$ cat src/rtl/prio_res_pkg.sv
package prio_res_pkg;
  localparam int KEY_W = 16;

  // Strict precedence: a beats b. Subpriority counts only for non-negative groups.
  function automatic logic beats(input logic signed [KEY_W-1:0] ga,
                                 input logic [KEY_W-1:0] sa,
                                 input logic signed [KEY_W-1:0] gb,
                                 input logic [KEY_W-1:0] sb);
    logic r;
    r = 1'b0;
    if (ga < gb) r = 1'b1;
    else if (ga == gb && ga >= 0 && sa < sb) r = 1'b1;
    return r;
  endfunction
endpackage

$ cat src/rtl/bp_mask.sv
module bp_mask #(
  parameter int PRIO_W = 8,
  parameter int BP_W   = 4
) (
  input  logic [BP_W-1:0]   bpoint,
  output logic [PRIO_W-1:0] grp_mask
);
  logic [BP_W-1:0] nsub;

  always_comb begin
    nsub = (32'(bpoint) > PRIO_W) ? BP_W'(PRIO_W) : bpoint;
    grp_mask = {PRIO_W{1'b1}} << nsub;
  end
endmodule

$ cat src/rtl/cand_eval.sv
module cand_eval #(
  parameter int PRIO_W = 8,
  parameter int VEC_W  = 4,
  parameter int GRP_W  = 10,
  parameter int IDX    = 1,
  parameter bit SEC    = 1'b1
) (
  input  logic                    en,
  input  logic                    pend,
  input  logic [PRIO_W-1:0]       raw,
  input  logic                    fixed,
  input  logic                    tgt_sec,
  input  logic [PRIO_W-1:0]       s_mask,
  input  logic [PRIO_W-1:0]       n_mask,
  output logic                    c_valid,
  output logic signed [GRP_W-1:0] c_grp,
  output logic [PRIO_W-1:0]       c_sub,
  output logic [VEC_W-1:0]        c_vec,
  output logic                    c_sec
);
  logic [PRIO_W-1:0] mask;

  always_comb begin
    mask    = (SEC || tgt_sec) ? s_mask : n_mask;
    c_valid = en & pend;
    c_vec   = VEC_W'(IDX);
    c_sec   = SEC;
    if (fixed) begin
      c_grp = -($signed(GRP_W'(raw[1:0])) + $signed(GRP_W'(1)));
      c_sub = '0;
    end else begin
      c_grp = $signed(GRP_W'(raw & mask));
      c_sub = raw & ~mask;
    end
  end
endmodule

$ cat src/rtl/pick_tree.sv
module pick_tree
  import prio_res_pkg::*;
#(
  parameter int N_LEAF = 32,
  parameter int PRIO_W = 8,
  parameter int VEC_W  = 4,
  parameter int GRP_W  = 10
) (
  input  logic                    l_valid [N_LEAF],
  input  logic signed [GRP_W-1:0] l_grp   [N_LEAF],
  input  logic [PRIO_W-1:0]       l_sub   [N_LEAF],
  input  logic [VEC_W-1:0]        l_vec   [N_LEAF],
  input  logic                    l_sec   [N_LEAF],
  output logic                    t_valid,
  output logic signed [GRP_W-1:0] t_grp,
  output logic [PRIO_W-1:0]       t_sub,
  output logic [VEC_W-1:0]        t_vec,
  output logic                    t_sec
);
  localparam int N_NODE = 2 * N_LEAF;

  logic                    nv [N_NODE];
  logic signed [GRP_W-1:0] ng [N_NODE];
  logic [PRIO_W-1:0]       ns [N_NODE];
  logic [VEC_W-1:0]        nx [N_NODE];
  logic                    nb [N_NODE];

  assign nv[0] = 1'b0;
  assign ng[0] = '0;
  assign ns[0] = '0;
  assign nx[0] = '0;
  assign nb[0] = 1'b0;

  for (genvar k = 0; k < N_LEAF; k++) begin : g_leaf
    assign nv[N_LEAF+k] = l_valid[k];
    assign ng[N_LEAF+k] = l_grp[k];
    assign ns[N_LEAF+k] = l_sub[k];
    assign nx[N_LEAF+k] = l_vec[k];
    assign nb[N_LEAF+k] = l_sec[k];
  end

  // Heap-ordered nodes: the left child is earlier in scan order and keeps ties.
  for (genvar n = 1; n < N_LEAF; n++) begin : g_node
    logic take_r;
    always_comb begin
      if (!nv[2*n+1])      take_r = 1'b0;
      else if (!nv[2*n])   take_r = 1'b1;
      else                 take_r = beats(KEY_W'(ng[2*n+1]), KEY_W'(ns[2*n+1]),
                                          KEY_W'(ng[2*n]),   KEY_W'(ns[2*n]));
    end
    assign nv[n] = nv[2*n] | nv[2*n+1];
    assign ng[n] = take_r ? ng[2*n+1] : ng[2*n];
    assign ns[n] = take_r ? ns[2*n+1] : ns[2*n];
    assign nx[n] = take_r ? nx[2*n+1] : nx[2*n];
    assign nb[n] = take_r ? nb[2*n+1] : nb[2*n];
  end

  assign t_valid = nv[1];
  assign t_grp   = ng[1];
  assign t_sub   = ns[1];
  assign t_vec   = nx[1];
  assign t_sec   = nb[1];
endmodule

$ cat src/rtl/prio_resolver.sv
module prio_resolver #(
  parameter int NUM_VEC = 16,
  parameter int PRIO_W  = 8,
  parameter int BP_W    = $clog2(PRIO_W + 1),
  parameter int VEC_W   = $clog2(NUM_VEC),
  parameter int GRP_W   = PRIO_W + 2
) (
  input  logic                        clk,
  input  logic                        rst,
  input  logic [NUM_VEC-1:0]          s_en,
  input  logic [NUM_VEC-1:0]          s_pend,
  input  logic [NUM_VEC*PRIO_W-1:0]   s_prio,
  input  logic [NUM_VEC-1:0]          n_en,
  input  logic [NUM_VEC-1:0]          n_pend,
  input  logic [NUM_VEC*PRIO_W-1:0]   n_prio,
  input  logic [NUM_VEC-1:0]          ns_tgt_sec,
  input  logic [NUM_VEC-1:0]          fixed_neg,
  input  logic [BP_W-1:0]             sec_bpoint,
  input  logic [BP_W-1:0]             ns_bpoint,
  output logic                        win_valid,
  output logic [VEC_W-1:0]            win_vec,
  output logic signed [GRP_W-1:0]     win_grp,
  output logic [PRIO_W-1:0]           win_sub,
  output logic                        win_sec
);
  localparam int N_CAND = 2 * NUM_VEC;
  localparam int N_LEAF = 2 ** $clog2(N_CAND);
  localparam logic signed [GRP_W-1:0] NOEXC = GRP_W'(2 ** PRIO_W);

  logic [PRIO_W-1:0] s_mask, n_mask;

  bp_mask #(.PRIO_W(PRIO_W), .BP_W(BP_W)) u_smask (.bpoint(sec_bpoint), .grp_mask(s_mask));
  bp_mask #(.PRIO_W(PRIO_W), .BP_W(BP_W)) u_nmask (.bpoint(ns_bpoint),  .grp_mask(n_mask));

  logic                    l_valid [N_LEAF];
  logic signed [GRP_W-1:0] l_grp   [N_LEAF];
  logic [PRIO_W-1:0]       l_sub   [N_LEAF];
  logic [VEC_W-1:0]        l_vec   [N_LEAF];
  logic                    l_sec   [N_LEAF];

  // Leaf 2i is the secure copy of vector i, leaf 2i+1 the non-secure copy.
  for (genvar i = 0; i < NUM_VEC; i++) begin : g_vec
    for (genvar b = 0; b < 2; b++) begin : g_bank
      localparam int  LK  = 2 * i + b;
      localparam bit  SEC = (b == 0);
      if (i == 0) begin : g_skip
        assign l_valid[LK] = 1'b0;
        assign l_grp[LK]   = '0;
        assign l_sub[LK]   = '0;
        assign l_vec[LK]   = '0;
        assign l_sec[LK]   = 1'b0;
      end else begin : g_ev
        cand_eval #(
          .PRIO_W(PRIO_W), .VEC_W(VEC_W), .GRP_W(GRP_W), .IDX(i), .SEC(SEC)
        ) u_ev (
          .en      (SEC ? s_en[i]   : n_en[i]),
          .pend    (SEC ? s_pend[i] : n_pend[i]),
          .raw     (SEC ? s_prio[i*PRIO_W +: PRIO_W] : n_prio[i*PRIO_W +: PRIO_W]),
          .fixed   (fixed_neg[i]),
          .tgt_sec (ns_tgt_sec[i]),
          .s_mask  (s_mask),
          .n_mask  (n_mask),
          .c_valid (l_valid[LK]),
          .c_grp   (l_grp[LK]),
          .c_sub   (l_sub[LK]),
          .c_vec   (l_vec[LK]),
          .c_sec   (l_sec[LK])
        );
      end
    end
  end

  for (genvar k = N_CAND; k < N_LEAF; k++) begin : g_pad
    assign l_valid[k] = 1'b0;
    assign l_grp[k]   = '0;
    assign l_sub[k]   = '0;
    assign l_vec[k]   = '0;
    assign l_sec[k]   = 1'b0;
  end

  logic                    t_valid, t_sec;
  logic signed [GRP_W-1:0] t_grp;
  logic [PRIO_W-1:0]       t_sub;
  logic [VEC_W-1:0]        t_vec;

  pick_tree #(
    .N_LEAF(N_LEAF), .PRIO_W(PRIO_W), .VEC_W(VEC_W), .GRP_W(GRP_W)
  ) u_tree (
    .l_valid(l_valid), .l_grp(l_grp), .l_sub(l_sub), .l_vec(l_vec), .l_sec(l_sec),
    .t_valid(t_valid), .t_grp(t_grp), .t_sub(t_sub), .t_vec(t_vec), .t_sec(t_sec)
  );

  always_ff @(posedge clk) begin
    if (rst || !t_valid) begin
      win_valid <= 1'b0;
      win_vec   <= '0;
      win_grp   <= NOEXC;
      win_sub   <= '0;
      win_sec   <= 1'b0;
    end else begin
      win_valid <= 1'b1;
      win_vec   <= t_vec;
      win_grp   <= t_grp;
      win_sub   <= t_sub;
      win_sec   <= t_sec;
    end
  end
endmodule

$ cat config.mk
export PLATFORM = sky130hd
export DESIGN_NAME = prio_resolver
export DESIGN_NICKNAME = d
export VERILOG_FILES = /design/src/rtl/prio_res_pkg.sv /design/src/rtl/bp_mask.sv /design/src/rtl/cand_eval.sv /design/src/rtl/pick_tree.sv /design/src/rtl/prio_resolver.sv
export SDC_FILE = /design/constraint.sdc
export NUM_CORES = 2
export LEC_CHECK = 0
export ABC_AREA = 0
export CORE_MARGIN = 1
export CORE_UTILIZATION = 40
export DETAILED_ROUTE_END_ITERATION = 10
export GPL_TIMING_DRIVEN = 1
export SLEW_MARGIN = 20
export SYNTH_ARGS = -nofsm -noshare
export SYNTH_HDL_FRONTEND = slang
export SYNTH_SLANG_ARGS = --single-unit
export TNS_END_PERCENT = 50
$ cat constraint.sdc
create_clock -name clk -period 44.2 [get_ports clk]
set_clock_uncertainty 0.05 [all_clocks]
set_input_delay 8.84 -clock clk [delete_from_list [all_inputs] [get_ports clk]]
set_output_delay 8.84 -clock clk [all_outputs]
set_load 0.02 [all_outputs]
==> summary.md <==
| Metric | Value |
|---|---|
| Met1 usage | `43.9%` |
| Synthesized area | `26800 um^2` |
| Fin Setup TNS | `0 ps` |
| Least-Margin Pin Slew | `1090 ps` |
| Final Non-Filler Cells | `5128` |
| Hold-critical path endpoint | `win_vec[3]$_SDFF_PN0_` |
| Cell row count | `94` |
| Setup-failing EPs final | `0` |
| Final worst path period share | `58.1%` |
| CORE AREA | `66000 um^2` |
| CP max stage delay | `840 ps` |
| Main flop type after synthesis | `dfxtp_1` |
| Largest net degree at the start of global routing | `39` |
| HP Class | `in -> reg` |
| Hold path start | `rst` |
| Initial Util | `40.6%` |
| RePlAce Congestion | `0.986` |
| PortBufs | `363` |
| Worst vdd ir | `0.0000252 V` |
| Final Hold Viols | `0` |
| Largest area contributor in the netlist | `ha_1` |
| Die H | `261 um` |
| Filler instances | `6879` |
| Die Width | `261 um` |
| RSZ-0062 raised after global routing | `no` |
| Synth area leaders | `ha_1, a21oi_1, nand2_1, o21ai_0, mux2i_1` |
| Crit path DAT | `25760 ps` |
| Vias in the first global route | `28400` |
| Placed Cells | `5120` |
| Clock Path Buffers | `2` |
| Hold Buf Count CTS | `0` |
| Setup Fix Bufs, Post-CTS | `0` |
| Clock transition at path regs | `70 ps` |
| Critical Path Fanout Max | `33` |
| CP endpoint kind | `flop` |
| Status | `finished with violations` |
| Dpl cell area | `31000 um^2` |
| Syn Area/Cell | `6.57 um^2` |
| Synthesized flop and latch total | `24` |
| CP startpoint kind | `input pin` |
| Max Cap Violations | `0` |
| Number of flops mapped to enable cells by yosys | `0` |
| Syn_nets | `4959` |
| Clock root buffer | `clkbuf_16` |
| Gr ovfl total | `0` |
| PwrDens | `25.5 nW/um^2` |
| Vias per cell | `6.09` |
| DRC Markers | `80` |
| Final ANT Viol Nets | `0` |
| Worst Path Buf+Inv | `6` |
| HPWL after DPL | `94000 um` |
| Area grow syn2layout | `16.3%` |
| Nets@finish | `5146` |
| Die area | `67900 um^2` |
| Register area share after synthesis | `1.80%` |
| Hold WS | `9350 ps` |
| Fin crit period | `25680 ps` |
| Count leader, synth | `ha_1` |
| Rel. slew slack | `27.3%` |
| Antenna violations before repair | `6` |
| Final WL | `117000 um` |
| Slowest cell on crit path | `clkdlybuf4s50_1` |
| Failing checks | `DRC` |
| CTS tree | `done` |
| Synth top area share | `24.5%` |
| Post-DR wirelength/cell | `22.8 um` |
| First-pass GRT wire length | `171000 um` |
| Most used cell, CP | `o21a_1` |
| GRT met3 Usage | `3.97%` |
| Max Transition Viols Final | `0` |
| Met2 Usage GRT | `54.0%` |
| Drt first pass iters | `9` |
| Clock sink count | `24` |
| IO Pins | `386` |
| Highest Clock Rate | `38.9 MHz` |
| Leak | `14.2 nW` |
| CTS Buf Count | `3` |
| CP delay by family, top | `compound AO/OA/AOI/OAI gates` |
| Worst hold stages | `2` |
| Critical path class | `in -> reg` |
| # resized after CTS | `0` |
| Via count | `31200` |
| Worst EP required | `44280 ps` |
| Top post-synthesis cells by count | `ha_1, nand2_1, a21oi_1` |
| Gr usage total | `32.9%` |
| Yosys warns | `0` |
| Share of layout cells above drive strength 1 | `4.11%` |
| Cells after Synth | `4074` |
| Gr busiest metal | `met2` |
| Synth async-reset ratio | `0%` |
| Final instance area | `31100 um^2` |
| Unique masters post-synth | `96` |
| DRT iter0 DRCs | `3050` |
| CTS H-tree depth | `1` |
[state kept, by name, indices dropped and copies added (netlist names)]
| signal | count |
|---|---|
| win_grp | 10 |
| win_sub | 8 |
| win_vec | 4 |
| win_sec | 1 |
| win_valid | 1 |
[layout make-up]
cell class	count	area, um^2	area share, %
Antenna cell	4	10.0	0.0322
Clock buffer	4	88.8	0.285
Inverter	349	1310	4.21
Multi-Input combinational cell	3473	24200	77.7
Sequential cell	24	480	1.54
Tap cell	864	1080	3.47
Timing Repair Buffer	410	3980	12.8
[through the flow]
stage	total power, mW	setup WS (ps)	utilization (%)
after CTS	0.783	18820	47.1
after detailed placement	0.754	18580	47.0
after floorplan	0.532	22410	-
final	0.795	18520	47.2
after global routing	0.870	17760	47.2
after global placement	0.752	18520	47.0
[cells by family (layout without fill, tap and decap cells)]
| logic type | after synthesis | count (layout) | share of synthesized area, % |
|---|---|---|---|
| flip-flops | 24 | 24 | 1.80 |
| multiplexers | 206 | 206 | 8.01 |
| AO/OA/AOI/OAI | 1281 | 1281 | 30.1 |
| buffers and inverters | 577 | 763 | 8.27 |
| adder cells (fa/ha/maj) | 523 | 523 | 24.5 |
| other | 0 | 4 | 0 |
| XOR/XNOR | 30 | 30 | 0.982 |
| AND/OR/NAND/NOR | 1433 | 1433 | 26.3 |
[where the power goes]
part | switching, mW | leakage (nW) | internal (mW)
Clock | 0.0102 | 0.0442 | 0.0140
Sequential | 0.00690 | 0.199 | 0.0306
Combinational | 0.434 | 14.0 | 0.299
[how the worst max path moves through the flow]
stage                        from                     to  slack (ps)  depth (start not counted)
floorplan           sec_bpoint[3]  win_grp[4]$_SDFF_PN0_       22410                         67
global placement    sec_bpoint[2]  win_grp[9]$_SDFF_PN0_       18520                         62
detailed placement  sec_bpoint[2]  win_grp[9]$_SDFF_PN0_       18580                         62
CTS                 sec_bpoint[2]  win_grp[9]$_SDFF_PN0_       18820                         63
global route        sec_bpoint[2]     win_sec$_SDFF_PN0_       17760                         63
finish              sec_bpoint[2]  win_vec[0]$_SDFF_PN0_       18520                         61
[cell usage in the layout, fill, tap and decap left out, types with 50 or more instances in the layout]
cell	n
a21oi_1	387
o21ai_0	310
ha_1	523
and3_1	68
clkdlybuf4s50_1	362
nor2_1	270
a21o_1	50
mux2i_1	149
o21a_1	92
nand3_1	123
a31oi_1	55
nand4_1	63
nor3b_1	76
nand2_1	513
nor2b_1	96
inv_1	340
o211ai_1	50
[per-layer routing]
layer | vias up | wire, um
li1 | 15300 | -
met1 | 14500 | 50500
met2 | 1244 | 52200
met3 | 216 | 9250
met4 | 6 | 4710
met5 | - | 42
Note: power is estimated with default switching activity, not from simulation.
